$ cat src/rtl/rxf_pkg.sv
package rxf_pkg;

  localparam logic [7:0] CTL_ADDR  = 8'h05;
  localparam logic [7:0] STA_BASE  = 8'h10;
  localparam logic [7:0] HASH_BASE = 8'h16;

  localparam int CTL_RX_EN     = 0;
  localparam int CTL_PROMISC   = 1;
  localparam int CTL_ALL_MC    = 2;
  localparam int CTL_DROP_CRC  = 4;
  localparam int CTL_DROP_LONG = 5;

  localparam logic [31:0] CRC_POLY = 32'h04C1_1DB7;
  localparam logic [31:0] CRC_SEED = 32'hFFFF_FFFF;

  // Advance the hash CRC by one byte, least significant bit first.
  function automatic logic [31:0] crc_step(input logic [31:0] crc_in,
                                           input logic [7:0]  data);
    logic [31:0] c;
    c = crc_in;
    for (int b = 0; b < 8; b++) begin
      if (c[31] ^ data[b]) c = {c[30:0], 1'b0} ^ CRC_POLY;
      else                 c = {c[30:0], 1'b0};
    end
    return c;
  endfunction

endpackage

$ cat src/rtl/rxf_regs.sv
module rxf_regs
  import rxf_pkg::*;
#(
  parameter int STA_BYTES  = 6,
  parameter int HASH_BYTES = 8
) (
  input  logic                    clk,
  input  logic                    rst_ni,
  input  logic                    we,
  input  logic [7:0]              addr,
  input  logic [7:0]              wdata,
  output logic [7:0]              rdata,
  output logic                    rx_en,
  output logic                    promisc,
  output logic                    all_mc,
  output logic                    drop_crc,
  output logic                    drop_long,
  output logic [STA_BYTES*8-1:0]  sta,
  output logic [HASH_BYTES*8-1:0] hash
);

  logic [7:0] ctl_q, ctl_d;
  logic       ctl_en;

  assign ctl_en = we && (addr == CTL_ADDR);
  assign ctl_d  = wdata;

  always_ff @(posedge clk or negedge rst_ni) begin
    if (!rst_ni)     ctl_q <= '0;
    else if (ctl_en) ctl_q <= ctl_d;
  end

  genvar gi;
  generate
    for (gi = 0; gi < STA_BYTES; gi++) begin : g_sta
      logic [7:0] q;
      logic       en;
      assign en = we && (addr == STA_BASE + 8'(gi));
      always_ff @(posedge clk or negedge rst_ni) begin
        if (!rst_ni) q <= '0;
        else if (en) q <= wdata;
      end
      assign sta[gi*8 +: 8] = q;
    end
    for (gi = 0; gi < HASH_BYTES; gi++) begin : g_hash
      logic [7:0] q;
      logic       en;
      assign en = we && (addr == HASH_BASE + 8'(gi));
      always_ff @(posedge clk or negedge rst_ni) begin
        if (!rst_ni) q <= '0;
        else if (en) q <= wdata;
      end
      assign hash[gi*8 +: 8] = q;
    end
  endgenerate

  always_comb begin
    rdata = '0;
    if (addr == CTL_ADDR) rdata = ctl_q;
    for (int i = 0; i < STA_BYTES; i++)
      if (addr == STA_BASE + 8'(i)) rdata = sta[i*8 +: 8];
    for (int i = 0; i < HASH_BYTES; i++)
      if (addr == HASH_BASE + 8'(i)) rdata = hash[i*8 +: 8];
  end

  assign rx_en     = ctl_q[CTL_RX_EN];
  assign promisc   = ctl_q[CTL_PROMISC];
  assign all_mc    = ctl_q[CTL_ALL_MC];
  assign drop_crc  = ctl_q[CTL_DROP_CRC];
  assign drop_long = ctl_q[CTL_DROP_LONG];

  AST_CTL_HOLD: assert property (@(posedge clk) disable iff (!rst_ni)
    !$past(ctl_en) |-> $stable(ctl_q));

endmodule

$ cat src/rtl/rxf_match.sv
module rxf_match #(
  parameter int ADDR_BYTES = 6
) (
  input  logic                    clk,
  input  logic                    rst_ni,
  input  logic                    valid,
  input  logic                    first,
  input  logic [7:0]              data,
  input  logic [ADDR_BYTES*8-1:0] sta,
  output logic                    take,
  output logic                    last,
  output logic                    uc_hit_nxt,
  output logic                    mc_nxt,
  output logic                    bc_nxt
);

  localparam int CW = $clog2(ADDR_BYTES + 1);
  localparam logic [CW-1:0] LAST_POS = CW'(ADDR_BYTES - 1);
  localparam logic [CW-1:0] FULL_CNT = CW'(ADDR_BYTES);

  logic [CW-1:0] cnt_q, cnt_d, pos;
  logic          eq_q, eq_d, mc_q, mc_d, bc_q, bc_d;
  logic [7:0]    sta_b;

  assign pos  = first ? '0 : cnt_q;
  assign take = valid && (first || ((cnt_q != '0) && (cnt_q < FULL_CNT)));
  assign last = take && (pos == LAST_POS);

  always_comb begin
    sta_b = '0;
    for (int i = 0; i < ADDR_BYTES; i++)
      if (pos == CW'(i)) sta_b = sta[i*8 +: 8];
  end

  always_comb begin
    cnt_d = pos + CW'(1);
    eq_d  = (first ? 1'b1 : eq_q) && (data == sta_b);
    mc_d  = first ? data[0] : mc_q;
    bc_d  = (first ? 1'b1 : bc_q) && (data == 8'hFF);
  end

  always_ff @(posedge clk or negedge rst_ni) begin
    if (!rst_ni) begin
      cnt_q <= '0;
      eq_q  <= 1'b0;
      mc_q  <= 1'b0;
      bc_q  <= 1'b0;
    end else if (take) begin
      cnt_q <= cnt_d;
      eq_q  <= eq_d;
      mc_q  <= mc_d;
      bc_q  <= bc_d;
    end
  end

  assign uc_hit_nxt = eq_d;
  assign mc_nxt     = mc_d;
  assign bc_nxt     = bc_d;

  AST_CNT_BOUND: assert property (@(posedge clk) disable iff (!rst_ni)
    cnt_q <= FULL_CNT);
  AST_STRAY_IGNORED: assert property (@(posedge clk) disable iff (!rst_ni)
    (valid && !first && cnt_q == FULL_CNT) |=> (cnt_q == FULL_CNT));

endmodule

$ cat src/rtl/rxf_hash.sv
module rxf_hash
  import rxf_pkg::*;
#(
  parameter int IDX_W = 6
) (
  input  logic             clk,
  input  logic             rst_ni,
  input  logic             take,
  input  logic             first,
  input  logic [7:0]       data,
  output logic [IDX_W-1:0] idx_nxt
);

  logic [31:0] crc_q, crc_d;

  assign crc_d   = crc_step(first ? CRC_SEED : crc_q, data);
  assign idx_nxt = crc_d[31 -: IDX_W];

  always_ff @(posedge clk or negedge rst_ni) begin
    if (!rst_ni)   crc_q <= CRC_SEED;
    else if (take) crc_q <= crc_d;
  end

  AST_CRC_HOLD: assert property (@(posedge clk) disable iff (!rst_ni)
    !take |=> $stable(crc_q));

endmodule

$ cat src/rtl/rx_da_filter.sv
module rx_da_filter #(
  parameter int ADDR_BYTES = 6,
  parameter int HASH_BYTES = 8
) (
  input  logic       clk,
  input  logic       rst_n,
  input  logic       cfg_we,
  input  logic [7:0] cfg_addr,
  input  logic [7:0] cfg_wdata,
  output logic [7:0] cfg_rdata,
  input  logic       da_valid,
  input  logic       da_first,
  input  logic [7:0] da_byte,
  input  logic       eof_valid,
  input  logic       eof_crc_err,
  input  logic       eof_too_long,
  output logic       addr_done,
  output logic       addr_accept,
  output logic       frame_done,
  output logic       frame_accept
);

  localparam int HASH_BITS = HASH_BYTES * 8;
  localparam int IDX_W     = $clog2(HASH_BITS);

  // asynchronous assert, synchronous release
  logic rst_s1, rst_ni;
  always_ff @(posedge clk or negedge rst_n) begin
    if (!rst_n) begin
      rst_s1 <= 1'b0;
      rst_ni <= 1'b0;
    end else begin
      rst_s1 <= 1'b1;
      rst_ni <= rst_s1;
    end
  end

  logic                    rx_en, promisc, all_mc, drop_crc, drop_long;
  logic [ADDR_BYTES*8-1:0] sta;
  logic [HASH_BITS-1:0]    hash;
  logic                    take, last, uc_hit, mc, bc;
  logic [IDX_W-1:0]        idx;

  rxf_regs #(.STA_BYTES(ADDR_BYTES), .HASH_BYTES(HASH_BYTES)) u_regs (
    .clk(clk), .rst_ni(rst_ni), .we(cfg_we), .addr(cfg_addr),
    .wdata(cfg_wdata), .rdata(cfg_rdata), .rx_en(rx_en), .promisc(promisc),
    .all_mc(all_mc), .drop_crc(drop_crc), .drop_long(drop_long),
    .sta(sta), .hash(hash)
  );

  rxf_match #(.ADDR_BYTES(ADDR_BYTES)) u_match (
    .clk(clk), .rst_ni(rst_ni), .valid(da_valid), .first(da_first),
    .data(da_byte), .sta(sta), .take(take), .last(last),
    .uc_hit_nxt(uc_hit), .mc_nxt(mc), .bc_nxt(bc)
  );

  rxf_hash #(.IDX_W(IDX_W)) u_hash (
    .clk(clk), .rst_ni(rst_ni), .take(take), .first(da_first),
    .data(da_byte), .idx_nxt(idx)
  );

  // byte idx[5:3], bit idx[2:0] is simply flat bit idx of the table
  logic hash_hit, bc_flag, verdict, fverdict;
  assign hash_hit = hash[idx];
  assign bc_flag  = hash[HASH_BITS-1];

  always_comb begin
    if (bc)      verdict = bc_flag;
    else if (mc) verdict = all_mc || hash_hit;
    else         verdict = uc_hit;
    verdict = rx_en && (promisc || verdict);
  end

  assign fverdict = rx_en && addr_accept &&
                    !(eof_crc_err && drop_crc) &&
                    !(eof_too_long && drop_long);

  logic adone_d, aacc_d, fdone_d, facc_d;
  always_comb begin
    adone_d = last;
    aacc_d  = last ? verdict : addr_accept;
    fdone_d = eof_valid;
    facc_d  = eof_valid ? fverdict : frame_accept;
  end

  always_ff @(posedge clk or negedge rst_ni) begin
    if (!rst_ni) begin
      addr_done    <= 1'b0;
      addr_accept  <= 1'b0;
      frame_done   <= 1'b0;
      frame_accept <= 1'b0;
    end else begin
      addr_done    <= adone_d;
      addr_accept  <= aacc_d;
      frame_done   <= fdone_d;
      frame_accept <= facc_d;
    end
  end

  AST_DONE_PULSE: assert property (@(posedge clk) disable iff (!rst_ni)
    addr_done |=> !addr_done);
  AST_HOLD_VERDICT: assert property (@(posedge clk) disable iff (!rst_ni)
    !addr_done |-> $stable(addr_accept));
  AST_RXOFF_DROP: assert property (@(posedge clk) disable iff (!rst_ni)
    (last && !rx_en) |=> !addr_accept);
  AST_PROMISC_KEEP: assert property (@(posedge clk) disable iff (!rst_ni)
    (last && rx_en && promisc) |=> addr_accept);
  AST_CRC_DROP: assert property (@(posedge clk) disable iff (!rst_ni)
    (eof_valid && eof_crc_err && drop_crc) |=> !frame_accept);
  AST_LONG_DROP: assert property (@(posedge clk) disable iff (!rst_ni)
    (eof_valid && eof_too_long && drop_long) |=> !frame_accept);

endmodule

$ cat config.mk
export PLATFORM = sky130hd
export DESIGN_NAME = rx_da_filter
export DESIGN_NICKNAME = d
export VERILOG_FILES = /design/src/rtl/rxf_pkg.sv /design/src/rtl/rxf_regs.sv /design/src/rtl/rxf_match.sv /design/src/rtl/rxf_hash.sv /design/src/rtl/rx_da_filter.sv
export SDC_FILE = /design/constraint.sdc
export NUM_CORES = 1
export LEC_CHECK = 0
export BUFFER_PORTS_ARGS = -buffer_cell sky130_fd_sc_hd__buf_4
export CORE_ASPECT_RATIO = 1.1
export CORE_MARGIN = 4
export CORE_UTILIZATION = 65
export DETAILED_ROUTE_END_ITERATION = 8
export PLACE_DENSITY_LB_ADDON = 0.1
export SYNTH_ARGS = -nofsm -noshare
export SYNTH_HDL_FRONTEND = slang
export SYNTH_SLANG_ARGS = --single-unit
$ cat constraint.sdc
create_clock -name clk -period 13.8 [get_ports clk]
set_input_delay 2.76 -clock clk [delete_from_list [all_inputs] [get_ports clk]]
set_output_delay 2.76 -clock clk [all_outputs]
set_load 0.03 [all_outputs]
# [Word-level counts from Yosys, hierarchy flattened]
# Cells that the tools add are included.
[word_totals] reg_bits=164 out_inout_bits=12 elab_cells=138 input_bits=32
[classes] n_lt_le_gt_ge=2 addsub=1 n_bitwise=16 n_eq_ne=22 mux=38 n_reduce_logical=33
[ops] operator="$mux W27" n=8
[ops] operator="$mux W8" n=21
[ops] operator="$eq A8 B5 Y1 const B" n=14
[ops] operator="$not A14 Y14" n=8
[ops] operator="$mux W32" n=1
[ops] operator="$logic_and A1 B1 Y1" n=26
[ops] operator="$eq A8 B3 Y1 const B" n=1
[ops] operator="$eq A8 B8 Y1" n=1
[ops] operator="$eq A8 B8 Y1 const B" n=1
[ops] operator="$xor A1 B1 Y1" n=8
[ops] operator="$lt A6 B7 Y1 const B" n=1
[ops] operator="$bmux W1 S6" n=1
[ops] operator="$eq A3 B2 Y1 const B" n=2
[ops] operator="$eq A3 B3 Y1 const B" n=2
[ops] operator="$mux W1" n=6
[ops] operator="$add A3 B1 Y3 const B" n=1
[ops] operator="$eq A3 B1 Y1 const B" n=1
[ops] operator="$logic_not A3 Y1" n=1
[ops] operator="$logic_or A1 B1 Y1" n=3
[ops] operator="$lt A3 B3 Y1 const B" n=1
[ops] operator="$mux W3" n=1
[ops] operator="$reduce_bool A3 Y1" n=1
[ops] operator="$logic_not A1 Y1" n=2

# [Depth between registers and ports, before layout]
# Gate-level depths: netlist (run 1).
[depth] word_depth=24 mapped_depth=17 mapped_depth_nobuf=13

# [By module]
# From an unflattened synthesis (run 1), not the netlist that was laid out.
[unflattened] cells_unflattened=960 area_unflattened_um2=10403.7
[modules_own_cells] mod="rxf_regs" instances=1 area_per_inst_um2=5839.4 seq_area_each_um2=3002.9 cells_per_inst=483
[modules_own_cells] mod="rxf_hash" instances=1 area_per_inst_um2=2519.9 seq_area_each_um2=840.8 cells_per_inst=241
[modules_own_cells] mod="rxf_match" instances=1 area_per_inst_um2=1241.2 seq_area_each_um2=150.1 cells_per_inst=181
[modules_own_cells] mod="rx_da_filter" instances=1 area_per_inst_um2=803.3 seq_area_each_um2=150.1 cells_per_inst=55

# [Least setup slack after synthesis (run 1)]
# OpenSTA, ideal clock, no wires.
[synth_path] path_kind="input to output" start="input cfg_addr[0]" end="output cfg_rdata[4]" path_buffers=4 setup_slack_ns=5.931 required_time_ns=11.040 t_arrival_ns=5.109 cell_stages=8 cell_sequence="clkbuf_1 clkbuf_1 clkbuf_1 buf_1 mux2i_1 o22ai_1 o22ai_1 a31oi_1"
[synth_between] elab_chain_cells=16 elab_cells_between_ends=30 cone_classes="15 x eq/ne; 15 x mux"
[synth_rtl] item="start, declared" line="rx_da_filter.sv:8" rtl="input logic [7:0] cfg_addr,"
[synth_rtl] item="$eq A8 B3 Y1" line="rxf_regs.sv:59" rtl="if (addr == CTL_ADDR) rdata = ctl_q;"
[synth_rtl] item="$mux W8" line="rxf_regs.sv:59"
[synth_rtl] item="$mux W8 (6 in a row)" line="rxf_regs.sv:61" rtl="if (addr == STA_BASE + 8'(i)) rdata = sta[i*8 +: 8];"
[synth_rtl] item="$mux W8 (7 in a row)" line="rxf_regs.sv:63" rtl="if (addr == HASH_BASE + 8'(i)) rdata = hash[i*8 +: 8];"
[synth_rtl] item="$mux W8 (*)" line="rxf_regs.sv:63"
[synth_rtl] item="end, declared" line="rx_da_filter.sv:10" rtl="output logic [7:0] cfg_rdata,"
# Mark *: on every way between the ends. The rest lies on a longest branch, timed or not.

# [Final worst setup path (run 1)]
[layout_path] start="input cfg_addr[0]" end="output cfg_rdata[3]"
# The elaborated chain is that of the path after synthesis.

==> flow_summary.html, run 1 <==
<table>
<tr><th>Metric</th><th>Value</th></tr>
<tr><th colspan="2">Pwr</th></tr>
<tr><td>Total power density per cell area</td><td>approximately 190 mW/mm^2</td></tr>
<tr><td>Total power</td><td>roughly 2000 uW</td></tr>
<tr><td>Peak ir drop on the vdd network</td><td>about 140 uV</td></tr>
<tr><td>Leakage</td><td>0.00476 uW</td></tr>
<tr><th colspan="2">Cells and area</th></tr>
<tr><td>Area of all placed cells without fillers</td><td>0.0106 sq mm</td></tr>
<tr><td>Fraction of layout instances using a drive strength above 1</td><td>28.7%</td></tr>
<tr><td>Antenna diode count</td><td>0</td></tr>
<tr><td>Net count reported at finish</td><td>roughly 960</td></tr>
<tr><td>Layout overhead on the synthesized area</td><td>9.00%</td></tr>
<tr><td>Area of the multi-input gates</td><td>0.00524 sq mm</td></tr>
<tr><td>Filler cells</td><td>between 1k and 1.5k</td></tr>
<tr><td>Sequential cell area in the final layout</td><td>roughly 0.0041 sq mm</td></tr>
<tr><td>Final Core Density</td><td>73.0%</td></tr>
<tr><th colspan="2">Worst hold path</th></tr>
<tr><td>Type of the tightest min-delay check</td><td>reg2async</td></tr>
<tr><th colspan="2">Yosys</th></tr>
<tr><td>Post-synth net total</td><td>948</td></tr>
<tr><td>Library cell occupying the most area in the post-synthesis netlist</td><td>dfrtp_1</td></tr>
<tr><td>Synth warnings</td><td>0</td></tr>
<tr><td>Synth Flop Type</td><td>dfrtp_1</td></tr>
<tr><td>Sequential cell area fraction in the yosys report</td><td>a little over two fifths</td></tr>
<tr><td>Post-synthesis instance area</td><td>around 0.0097 sq mm</td></tr>
<tr><td>Count of cell types in the netlist</td><td>73</td></tr>
<tr><td>Proportion of netlist area held by the largest area contributor</td><td>between 30% and 40%</td></tr>
<tr><td>EDFF count, synth</td><td>0</td></tr>
<tr><td>Synthesized flop and latch total</td><td>about 160</td></tr>
<tr><td>Leading post-synthesis cells by cell area</td><td>dfrtp_1 34%, mux2_2 15%, dfstp_2 8.6%</td></tr>
<tr><td>Syn Area/Cell</td><td>about 11 sq um</td></tr>
<tr><td>Post-synthesis async set-or-reset flop share</td><td>100%</td></tr>
<tr><td>Post-Syn Instances</td><td>approximately 900</td></tr>
<tr><th colspan="2">Placed design</th></tr>
<tr><td>Last weighted congestion value of the routability-driven placer</td><td>roughly 0.94</td></tr>
<tr><td>Instance area after placement</td><td>0.0100 sq mm</td></tr>
<tr><td>Detailed placement HPWL</td><td>between 15000 and 20000 microns</td></tr>
<tr><td>Worst slack at placement</td><td>5.37 ns</td></tr>
<tr><td>Port bufs</td><td>43</td></tr>
<tr><th colspan="2">Die</th></tr>
<tr><td>Starting utilization of the core area</td><td>66.9%</td></tr>
<tr><td>Width of the chip</td><td>between 100 and 150 microns</td></tr>
<tr><td>Count of boundary I/O pins</td><td>between 40 and 50</td></tr>
<tr><td>Chip Height</td><td>136 microns</td></tr>
<tr><td>Area enclosed by the die boundary</td><td>between 0.015 and 0.02 sq mm</td></tr>
<tr><td>Row count</td><td>46</td></tr>
<tr><td>Core Area</td><td>between 0.01 and 0.015 sq mm</td></tr>
<tr><th colspan="2">STA</th></tr>
<tr><td>RSZ-0062 raised after global routing</td><td>no</td></tr>
<tr><td>Fin crit share</td><td>62.0%</td></tr>
<tr><td>Setup skew after layout</td><td>0.00855 ns</td></tr>
<tr><td>Total of endpoints with negative setup slack in the final report</td><td>0</td></tr>
<tr><td>Headroom to the max-slew limit</td><td>34.3%</td></tr>
<tr><td>Post-layout worst setup margin</td><td>between 5 and 6 ns</td></tr>
<tr><td>Min Tclk post-route</td><td>between 8 and 9 ns</td></tr>
<tr><td>Aggregate negative setup slack</td><td>0 ns</td></tr>
<tr><td>Highest clock rate</td><td>between 100 and 150 MHz</td></tr>
<tr><td>Number of hold violations in the final report</td><td>0</td></tr>
<tr><td>Fin. max-slew vios</td><td>0</td></tr>
<tr><td>Worst-Margin Slew</td><td>0.972 ns</td></tr>
<tr><th colspan="2">Global routing</th></tr>
<tr><td>Maximum number of pins on one net before global-route repair</td><td>74</td></tr>
<tr><td>Vias in the first global route</td><td>roughly 7.5k</td></tr>
<tr><td>Antenna violations before repair</td><td>0</td></tr>
<tr><td>GRT overflow</td><td>0</td></tr>
<tr><td>First-pass GRT wire length</td><td>slightly above 40000 microns</td></tr>
<tr><td>Total routing usage reported by global routing</td><td>between 30 and 40%</td></tr>
<tr><th colspan="2">Clock network</th></tr>
<tr><td>Maximum level of the CTS H-tree</td><td>4</td></tr>
<tr><td>Clock Path Buffers</td><td>2</td></tr>
<tr><td>Library cell used as clock root buffer</td><td>clkbuf_16</td></tr>
<tr><td>TritonCTS buffer count</td><td>17</td></tr>
<tr><td>Hold Buf Count CTS</td><td>0</td></tr>
<tr><td>Setup fix buffers added after clock tree synthesis</td><td>0</td></tr>
<tr><td>Post-CTS clock slew at the launch and capture registers of the worst setup and hold paths</td><td>roughly 0.06 ns</td></tr>
<tr><td>Source-to-sink clock delay at the later pin of the worst-skew pair</td><td>approximately 0.43 ns</td></tr>
<tr><td>Num Clock Sinks</td><td>between 150 and 200</td></tr>
<tr><td>Clock tree from TritonCTS</td><td>yes</td></tr>
<tr><td>CTS resizes</td><td>0</td></tr>
<tr><th colspan="2">Setup path</th></tr>
<tr><td>Arr. time, crit path</td><td>about 5.8 ns</td></tr>
<tr><td>Start-to-end type of the worst setup path</td><td>in2out</td></tr>
<tr><td>Endpoint type of the worst setup path</td><td>output pin</td></tr>
<tr><td>Critical Path Source Type</td><td>input pin</td></tr>
<tr><td>Largest fanout on the critical path</td><td>47</td></tr>
<tr><td>Data required time at the worst endpoint</td><td>11.04 ns</td></tr>
<tr><th colspan="2">Route</th></tr>
<tr><td>Highest routed layer</td><td>met4</td></tr>
<tr><td>Average via count per standard cell</td><td>between 6 and 7</td></tr>
<tr><td>Total length of routed met2 wires</td><td>between 10000 and 15000 microns</td></tr>
<tr><td>Number of violations reported at the end of detailed-routing iteration 0</td><td>approximately 660</td></tr>
<tr><td>Number of remaining DRC errors</td><td>0</td></tr>
<tr><td>Pre-antenna DRT Iters</td><td>5</td></tr>
<tr><td>Vias</td><td>~7.5k</td></tr>
<tr><td>Per-cell routed wire length</td><td>roughly 23 microns</td></tr>
<tr><td>Metal1 wirelength</td><td>between 10000 and 15000 microns</td></tr>
<tr><td>Wirelength, routed</td><td>25800 microns</td></tr>
<tr><td>Routed length on met3</td><td>1860 microns</td></tr>
<tr><td>Antenna violation net count after detailed routing</td><td>0</td></tr>
<tr><th colspan="2">Run status</th></tr>
<tr><td>Status</td><td>complete, no violations</td></tr>
<tr><th colspan="2">Run</th></tr>
<tr><td>Max Cap Violations</td><td>0</td></tr>
</table>
-- state kept, by name, summed over array words and instances (netlist names), 3 cells and up --
| register | cells |
|---|---|
| u_match.cnt_q | 3 |
| u_regs.g_sta.q | 48 |
| u_regs.g_hash.q | 64 |
| u_hash.crc_q | 32 |
| u_regs.ctl_q | 8 |
-- worst max-delay path: stages --
cell and delay [ns]:
buf_4 0.47, nor2b_1 0.66, nand4b_1 0.16, nor2_1 0.51
nand2_1 0.12, nand2_1 0.08, o21ai_0 0.07, a221oi_1 0.41
o22ai_1 0.13, a31oi_1 0.19, buf_4 0.18
-- through the flow --
| step | hold WS [ns] | cells |
|---|---|---|
| after global routing | 0.377 | 1126 |
| after floorplan | 0.331 | 913 |
| after CTS | 0.367 | 1126 |
| after global placement | 0.344 | 1094 |
| after detailed placement | 0.343 | 1094 |
| final | 0.346 | 1126 |
-- area by class of cell --
class	instances	area share (%)
Inverter	9	0.318
Clock buffer	21	4.33
Clock inverter	11	1.19
Tap cell	192	2.26
Timing Repair Buffer	50	3.53
Multi-Input combinational cell	679	49.3
Sequential cell	164	39.0
-- logic make-up after synthesis --
| logic type | after synthesis | share of synthesized area, % |
|---|---|---|
| AO/OA/AOI/OAI | 167 | 11.3 |
| AND/OR/NAND/NOR | 243 | 11.7 |
| multiplexers | 165 | 20.4 |
| other | 1 | 0.0385 |
| XOR/XNOR | 100 | 9.72 |
| flip-flops | 164 | 42.5 |
| buffers and inverters | 70 | 3.91 |
| adder cells (fa/ha/maj) | 3 | 0.385 |
-- layout by cell type (no fill, tap or decap), types with 4 or more instances in the layout --
cell / Yosys / final
buf_4: 4 / 50
inv_1: 9 / 9
dfrtp_1: 132 / 131
nand4_1: 11 / 11
nand2b_1: 8 / 8
o22ai_1: 17 / 17
a221oi_1: 7 / 7
a22oi_1: 10 / 10
mux2i_1: 20 / 20
nor2_1: 72 / 72
nand2_1: 79 / 79
o21ai_0: 51 / 51
o2111ai_1: 4 / 4
a311oi_1: 4 / 4
nand3_1: 26 / 26
dfstp_2: 32 / 32
a21oi_1: 21 / 21
xor2_1: 20 / 20
mux4_2: 7 / 7
nor2b_1: 10 / 10
o221ai_1: 8 / 8
nor3_1: 11 / 11
o311ai_0: 5 / 5
nand3b_1: 4 / 4
a21o_1: 8 / 8
xnor2_1: 74 / 73
a31oi_1: 8 / 8
mux2_2: 133 / 133
mux4_1: 5 / 5
clkbuf_16: 0 / 17
xnor2_2: 3 / 4
-- cell usage after synthesis (5+ instances only) --
library cell  instances
a21o_1                8
a21oi_1              21
a221oi_1              7
a22oi_1              10
a31oi_1               8
buf_2                 6
buf_6                 5
clkbuf_1             37
dfrtp_1             132
dfstp_2              32
inv_1                 9
mux2_2              133
mux2i_1              20
mux4_1                5
mux4_2                7
nand2_1              79
nand2b_1              8
nand3_1              26
nand4_1              11
nor2_1               72
nor2b_1              10
nor3_1               11
o21ai_0              51
o221ai_1              8
o22ai_1              17
o311ai_0              5
xnor2_1              74
xor2_1               20
-- metal layers --
| layer | GRT usage (%) | vias up |
|---|---|---|
| met1 | 42.0 | 3752 |
| met5 | 0 | - |
| met3 | 5.78 | 72 |
| met2 | 48.9 | 339 |
| met4 | 16.2 | 0 |
| li1 | - | 3313 |
-- path summary, 6_finish.rpt --
path / start / end / slack, ns / cells after the start
max in group asynchronous: rst_ni$_DFF_PN0_ / u_regs.g_hash[2].q[5]$_DFFE_PN0P_ / 11.55 / 2
worst min register to register: rst_ni$_DFF_PN0_ / u_regs.g_sta[0].q[1]$_DFFE_PN0P_ / 0.35 / 0
min in group clk: rst_s1$_DFF_PN0_ / rst_ni$_DFF_PN0_ / 0.37 / 0
worst max register to register: u_hash.crc_q[24]$_DFFE_PN1P_ / addr_accept$_DFFE_PN0P_ / 10.21 / 10
worst min-delay path: rst_ni$_DFF_PN0_ / u_regs.g_sta[0].q[1]$_DFFE_PN0P_ / 0.35 / 0
worst max-delay path: cfg_addr[0] / cfg_rdata[3] / 5.24 / 11
-- power breakdown --
group          switching (uW)  internal (uW)
clock                     194            276
combinational             487            355
sequential               73.2            588
Power figures use the tool's default switching activity.
==> inputs of run 2 (changes only) <==
Settings changed: ABC_AREA from default to 1, CORE_UTILIZATION 65 to 62.
Clock period 13.8 ns to 8.9 ns, I/O delays scaled along.
==> flow_summary.html, run 2 <==
<table>
<tr><th>Metric</th><th>Value</th></tr>
<tr><th colspan="2">Cells and area</th></tr>
<tr><td>Filler cells</td><td>1299 (was 1065)</td></tr>
<tr><td>Sequential cell area in the final layout</td><td>0.00415 sq mm (unchanged)</td></tr>
<tr><td>Commonest cells after routing, fill and taps aside</td><td>384 x nand2_1, 175 x o21ai_0, 131 x dfrtp_1, 116 x nand3_1, 114 x inv_1 (was 133 x mux2_2, 131 x dfrtp_1, 79 x nand2_1, 73 x xnor2_1, 72 x nor2_1)</td></tr>
<tr><td>Top register by number of flip-flops</td><td>u_regs.g_hash.q (unchanged)</td></tr>
<tr><td>Number of flip-flops under the largest register name</td><td>64 (unchanged)</td></tr>
<tr><td>Fraction of layout instances using a drive strength above 1</td><td>12.2% (was 28.7%)</td></tr>
<tr><td>Area of the multi-input gates</td><td>0.00471 sq mm (was 0.00524 sq mm)</td></tr>
<tr><td>Layout overhead on the synthesized area</td><td>10.0% (was 9.00%)</td></tr>
<tr><td>Net count reported at finish</td><td>1323 (was 956)</td></tr>
<tr><td>Top Registers</td><td>u_regs.g_hash.q: 64 flops, u_regs.g_sta.q: 48 flops, u_hash.crc_q: 32 flops (unchanged)</td></tr>
<tr><td>Antenna diode count</td><td>0 (unchanged)</td></tr>
<tr><td>Commonest non-fill, non-tap cell in the layout</td><td>nand2_1 (was mux2_2)</td></tr>
<tr><th colspan="2">Yosys</th></tr>
<tr><td>Count of cell types in the netlist</td><td>48 (was 73)</td></tr>
<tr><td>Synth warnings</td><td>0 (unchanged)</td></tr>
<tr><td>Post-synthesis instance area</td><td>0.00954 sq mm (was 0.00975 sq mm)</td></tr>
<tr><td>Synth Flop Type</td><td>dfrtp_1 (unchanged)</td></tr>
<tr><td>EDFF count, synth</td><td>0 (unchanged)</td></tr>
<tr><td>Top post-synthesis cells by count</td><td>384 x nand2_1, 175 x o21ai_0, 132 x dfrtp_1 (was 133 x mux2_2, 132 x dfrtp_1, 79 x nand2_1)</td></tr>
<tr><td>Syn Area/Cell</td><td>7.53 sq um (was 10.7 sq um)</td></tr>
<tr><td>Simple-Gate Fraction of Synth Area</td><td>28.9% (was 11.7%)</td></tr>
<tr><td>Sequential cell area fraction in the yosys report</td><td>43.4% (was 42.5%)</td></tr>
<tr><td>Top-count cell post-synth</td><td>nand2_1 (was mux2_2)</td></tr>
<tr><td>Largest family of logic cells by synthesized area</td><td>simple AND/OR/NAND/NOR gates (was multiplexers)</td></tr>
<tr><td>Library cell occupying the most area in the post-synthesis netlist</td><td>dfrtp_1 (unchanged)</td></tr>
<tr><td>Post-synthesis compound-gate area fraction</td><td>12.9% (was 11.3%)</td></tr>
<tr><td>Post-synthesis xor/xnor area fraction</td><td>6.96% (was 9.72%)</td></tr>
<tr><td>Post-synth net total</td><td>1303 (was 948)</td></tr>
<tr><td>Post-synthesis async set-or-reset flop share</td><td>100% (unchanged)</td></tr>
<tr><td>Multiplexer share of the synthesized area</td><td>0.118% (was 20.4%)</td></tr>
<tr><td>Synthesized flop and latch total</td><td>164 (unchanged)</td></tr>
<tr><td>Leading post-synthesis cells by cell area</td><td>dfrtp_1 35%, nand2_1 15%, o21ai_0 9.2% (was dfrtp_1 34%, mux2_2 15%, dfstp_2 8.6%)</td></tr>
<tr><td>Post-Syn Instances</td><td>1268 (was 913)</td></tr>
<tr><td>Proportion of netlist area held by the largest area contributor</td><td>34.6% (was 33.9%)</td></tr>
<tr><td>Post-synthesis adder-cell area fraction</td><td>0.393% (was 0.385%)</td></tr>
<tr><th colspan="2">Clock network</th></tr>
<tr><td>Library cell used as clock root buffer</td><td>clkbuf_16 (unchanged)</td></tr>
<tr><td>Post-CTS clock slew at the launch and capture registers of the worst setup and hold paths</td><td>0.07 ns (was 0.06 ns)</td></tr>
<tr><td>TritonCTS buffer count</td><td>17 (unchanged)</td></tr>
<tr><td>Source-to-sink clock delay at the later pin of the worst-skew pair</td><td>0.43 ns (about the same)</td></tr>
<tr><td>Clock Path Buffers</td><td>2 (unchanged)</td></tr>
<tr><td>Num Clock Sinks</td><td>164 (unchanged)</td></tr>
<tr><td>Clock tree from TritonCTS</td><td>yes (unchanged)</td></tr>
<tr><td>Maximum level of the CTS H-tree</td><td>4 (unchanged)</td></tr>
<tr><td>Hold Buf Count CTS</td><td>0 (unchanged)</td></tr>
<tr><td>Setup fix buffers added after clock tree synthesis</td><td>0 (unchanged)</td></tr>
<tr><td>CTS resizes</td><td>0 (unchanged)</td></tr>
<tr><th colspan="2">Route</th></tr>
<tr><td>Vias</td><td>8593 (was 7476)</td></tr>
<tr><td>Per-cell routed wire length</td><td>18.3 microns (was 22.9 microns)</td></tr>
<tr><td>Antenna violation net count after detailed routing</td><td>0 (unchanged)</td></tr>
<tr><td>Pre-antenna DRT Iters</td><td>8 (was 5)</td></tr>
<tr><td>Number of remaining DRC errors</td><td>0 (unchanged)</td></tr>
<tr><td>Wirelength, routed</td><td>27400 microns (was 25800 microns)</td></tr>
<tr><td>Number of violations reported at the end of detailed-routing iteration 0</td><td>1076 (was 663)</td></tr>
<tr><td>Average via count per standard cell</td><td>5.74 (was 6.64)</td></tr>
<tr><th colspan="2">Worst hold path</th></tr>
<tr><td>Type of the tightest min-delay check</td><td>reg2reg (was reg2async)</td></tr>
<tr><th colspan="2">Setup path</th></tr>
<tr><td>Endpoint type of the worst setup path</td><td>output pin (unchanged)</td></tr>
<tr><td>Data required time at the worst endpoint</td><td>7.12 ns (was 11.04 ns)</td></tr>
<tr><td>Most common cell type on the critical path</td><td>nand2_1</td></tr>
<tr><td>Kind of cell adding the most delay to the critical path</td><td>simple AND/OR/NAND/NOR gates (unchanged)</td></tr>
<tr><td>Start-to-end type of the worst setup path</td><td>in2out (unchanged)</td></tr>
<tr><td>Cells traversed along the worst timing path</td><td>buf_4 &gt; inv_1 &gt; nand2_1 &gt; nor2_1 &gt; nand2_1 &gt; inv_1 &gt; nand2_1 &gt; clkinv_1 &gt; nand2_1 &gt; nand4_1 &gt; a21oi_1 &gt; nand3_1 &gt; a2111oi_0 &gt; nand4_1 &gt; nand2_1 &gt; nand2_1 &gt; buf_4 (was buf_4 &gt; nor2b_1 &gt; nand4b_1 &gt; nor2_1 &gt; nand2_1 &gt; nand2_1 &gt; o21ai_0 &gt; a221oi_1 &gt; o22ai_1 &gt; a31oi_1 &gt; buf_4)</td></tr>
<tr><td>Critical Path Source Type</td><td>input pin (unchanged)</td></tr>
<tr><td>Buf+Inv Stages, Crit Path</td><td>5 (was 2)</td></tr>
<tr><td>Cell with the largest stage delay on the worst path</td><td>a2111oi_0 (was nor2b_1)</td></tr>
<tr><td>Largest fanout on the critical path</td><td>9 (was 47)</td></tr>
<tr><td>Crit path largest cell delay</td><td>0.62 ns (was 0.66 ns)</td></tr>
<tr><td>Arr. time, crit path</td><td>4.21 ns (was 5.80 ns)</td></tr>
<tr><th colspan="2">Placed design</th></tr>
<tr><td>Last weighted congestion value of the routability-driven placer</td><td>0.979 (was 0.941)</td></tr>
<tr><td>Port bufs</td><td>43 (unchanged)</td></tr>
<tr><td>Detailed placement HPWL</td><td>18900 microns (was 18400 microns)</td></tr>
<tr><th colspan="2">Global routing</th></tr>
<tr><td>First-pass GRT wire length</td><td>44700 microns (was 41500 microns)</td></tr>
<tr><td>Antenna violations before repair</td><td>0 (unchanged)</td></tr>
<tr><td>Total routing usage reported by global routing</td><td>32.4% (was 31.2%)</td></tr>
<tr><td>Maximum number of pins on one net before global-route repair</td><td>88 (was 74)</td></tr>
<tr><td>GRT overflow</td><td>0 (unchanged)</td></tr>
<tr><td>Vias in the first global route</td><td>8079 (was 7492)</td></tr>
<tr><th colspan="2">STA</th></tr>
<tr><td>Setup skew after layout</td><td>0.00991 ns (was 0.00855 ns)</td></tr>
<tr><td>Number of hold violations in the final report</td><td>0 (unchanged)</td></tr>
<tr><td>Fin crit share</td><td>around 67%</td></tr>
<tr><td>Aggregate negative setup slack</td><td>0 ns (unchanged)</td></tr>
<tr><td>Min Tclk post-route</td><td>5.99 ns</td></tr>
<tr><td>Highest clock rate</td><td>between 150 and 200 MHz</td></tr>
<tr><td>Worst-Margin Slew</td><td>1.20 ns (was 0.972 ns)</td></tr>
<tr><td>Total of endpoints with negative setup slack in the final report</td><td>0 (unchanged)</td></tr>
<tr><td>RSZ-0062 raised after global routing</td><td>no (unchanged)</td></tr>
<tr><td>Fin. max-slew vios</td><td>0 (unchanged)</td></tr>
<tr><td>Headroom to the max-slew limit</td><td>19.7% (was 34.3%)</td></tr>
<tr><td>Minimum hold slack</td><td>0.361 ns (was 0.346 ns)</td></tr>
<tr><th colspan="2">Pwr</th></tr>
<tr><td>Total power</td><td>2930 uW (was 1970 uW)</td></tr>
<tr><td>Leakage</td><td>0.00490 uW (was 0.00476 uW)</td></tr>
<tr><td>Peak ir drop on the vdd network</td><td>153 uV (was 144 uV)</td></tr>
<tr><td>Total power density per cell area</td><td>279 mW/mm^2 (was 186 mW/mm^2)</td></tr>
<tr><th colspan="2">Die</th></tr>
<tr><td>Starting utilization of the core area</td><td>63.4% (was 66.9%)</td></tr>
<tr><td>Area enclosed by the die boundary</td><td>0.0174 sq mm (was 0.0170 sq mm)</td></tr>
<tr><td>Width of the chip</td><td>126 microns (was 125 microns)</td></tr>
<tr><td>Count of boundary I/O pins</td><td>44 (unchanged)</td></tr>
<tr><td>Chip Height</td><td>138 microns (was 136 microns)</td></tr>
<tr><td>Core Area</td><td>0.0151 sq mm (was 0.0146 sq mm)</td></tr>
<tr><td>Row count</td><td>47 (was 46)</td></tr>
<tr><th colspan="2">Run</th></tr>
<tr><td>Max Cap Violations</td><td>0 (unchanged)</td></tr>
<tr><th colspan="2">Run status</th></tr>
<tr><td>Status</td><td>complete, no violations (unchanged)</td></tr>
</table>
run 2: cell count changes after synthesis, sizes merged, moves of 60 or more:
cell,change
nand2,+320
xnor2,-60
o21ai,+129
mux2,-132
inv,+112
nand3,+92
run 2: metal layers:
metal / vias to the layer above / track usage [%] / part of all wire, %
met5: - / 0 / 0
met4: 0 / 9.77 / 2.3
met3: 55 / 6.02 / 9.0
met2: 384 / 48.4 / 45
met1: 4023 / 48.5 / 43
li1: 4131 / - / -
run 2: final timing paths:
check | from | endpoint | slack, ns | cells past startpoint
setup / recovery | cfg_addr[6] | cfg_rdata[5] | 2.91 | 17
min in group asynchronous | rst_ni$_DFF_PN0_ | u_regs.g_sta[0].q[1]$_DFFE_PN0P_ | 0.60 | 1
max in group asynchronous | rst_ni$_DFF_PN0_ | u_regs.g_hash[7].q[0]$_DFFE_PN0P_ | 6.71 | 2
hold / removal | rst_s1$_DFF_PN0_ | rst_ni$_DFF_PN0_ | 0.36 | 0
hold reg to reg | rst_s1$_DFF_PN0_ | rst_ni$_DFF_PN0_ | 0.36 | 0
setup reg to reg | u_hash.crc_q[27]$_DFFE_PN1P_ | addr_accept$_DFFE_PN0P_ | 5.80 | 18
run 2: kinds of logic (layout without fill, tap and decap cells):
kind of cell,count (synthesis),after routing
adder cells (fa/ha/maj),3,3
buffers and inverters,170,203
AO/OA/AOI/OAI,230,230
AND/OR/NAND/NOR,636,636
XOR/XNOR,63,63
flip-flops,164,164
multiplexers,1,1
other,1,1
run 2: report_power, final:
| part | leakage [uW] | total (uW) | switching, uW | internal (uW) |
|---|---|---|---|---|
| clock network | 0.000294 | 734 | 322 | 412 |
| registers | 0.00214 | 991 | 79.6 | 911 |
| logic | 0.00246 | 1200 | 794 | 406 |
| total | 0.00490 | 2930 | 1200 | 1730 |
run 2: layout make-up:
class	instances	area share (%)
Multi-Input combinational cell	934	44.8
Sequential cell	164	39.5
Inverter	124	4.46
Clock buffer	20	4.44
Timing Repair Buffer	47	3.36
Tap cell	196	2.34
Clock inverter	12	1.07
run 2: per-stage QoR:
| stage | utilization (%) | cell area, sq um | instances | worst slack [ns] |
|---|---|---|---|---|
| after floorplan | - | 9540 | 1268 | 3.67 |
| final | 69.7 | 10500 | 1497 | 2.91 |
| after global routing | 69.7 | 10500 | 1497 | 2.57 |
| after detailed placement | 65.9 | 9920 | 1465 | 2.96 |
| after CTS | 69.7 | 10500 | 1497 | 2.95 |
| after global placement | 65.9 | 9920 | 1465 | 3.06 |
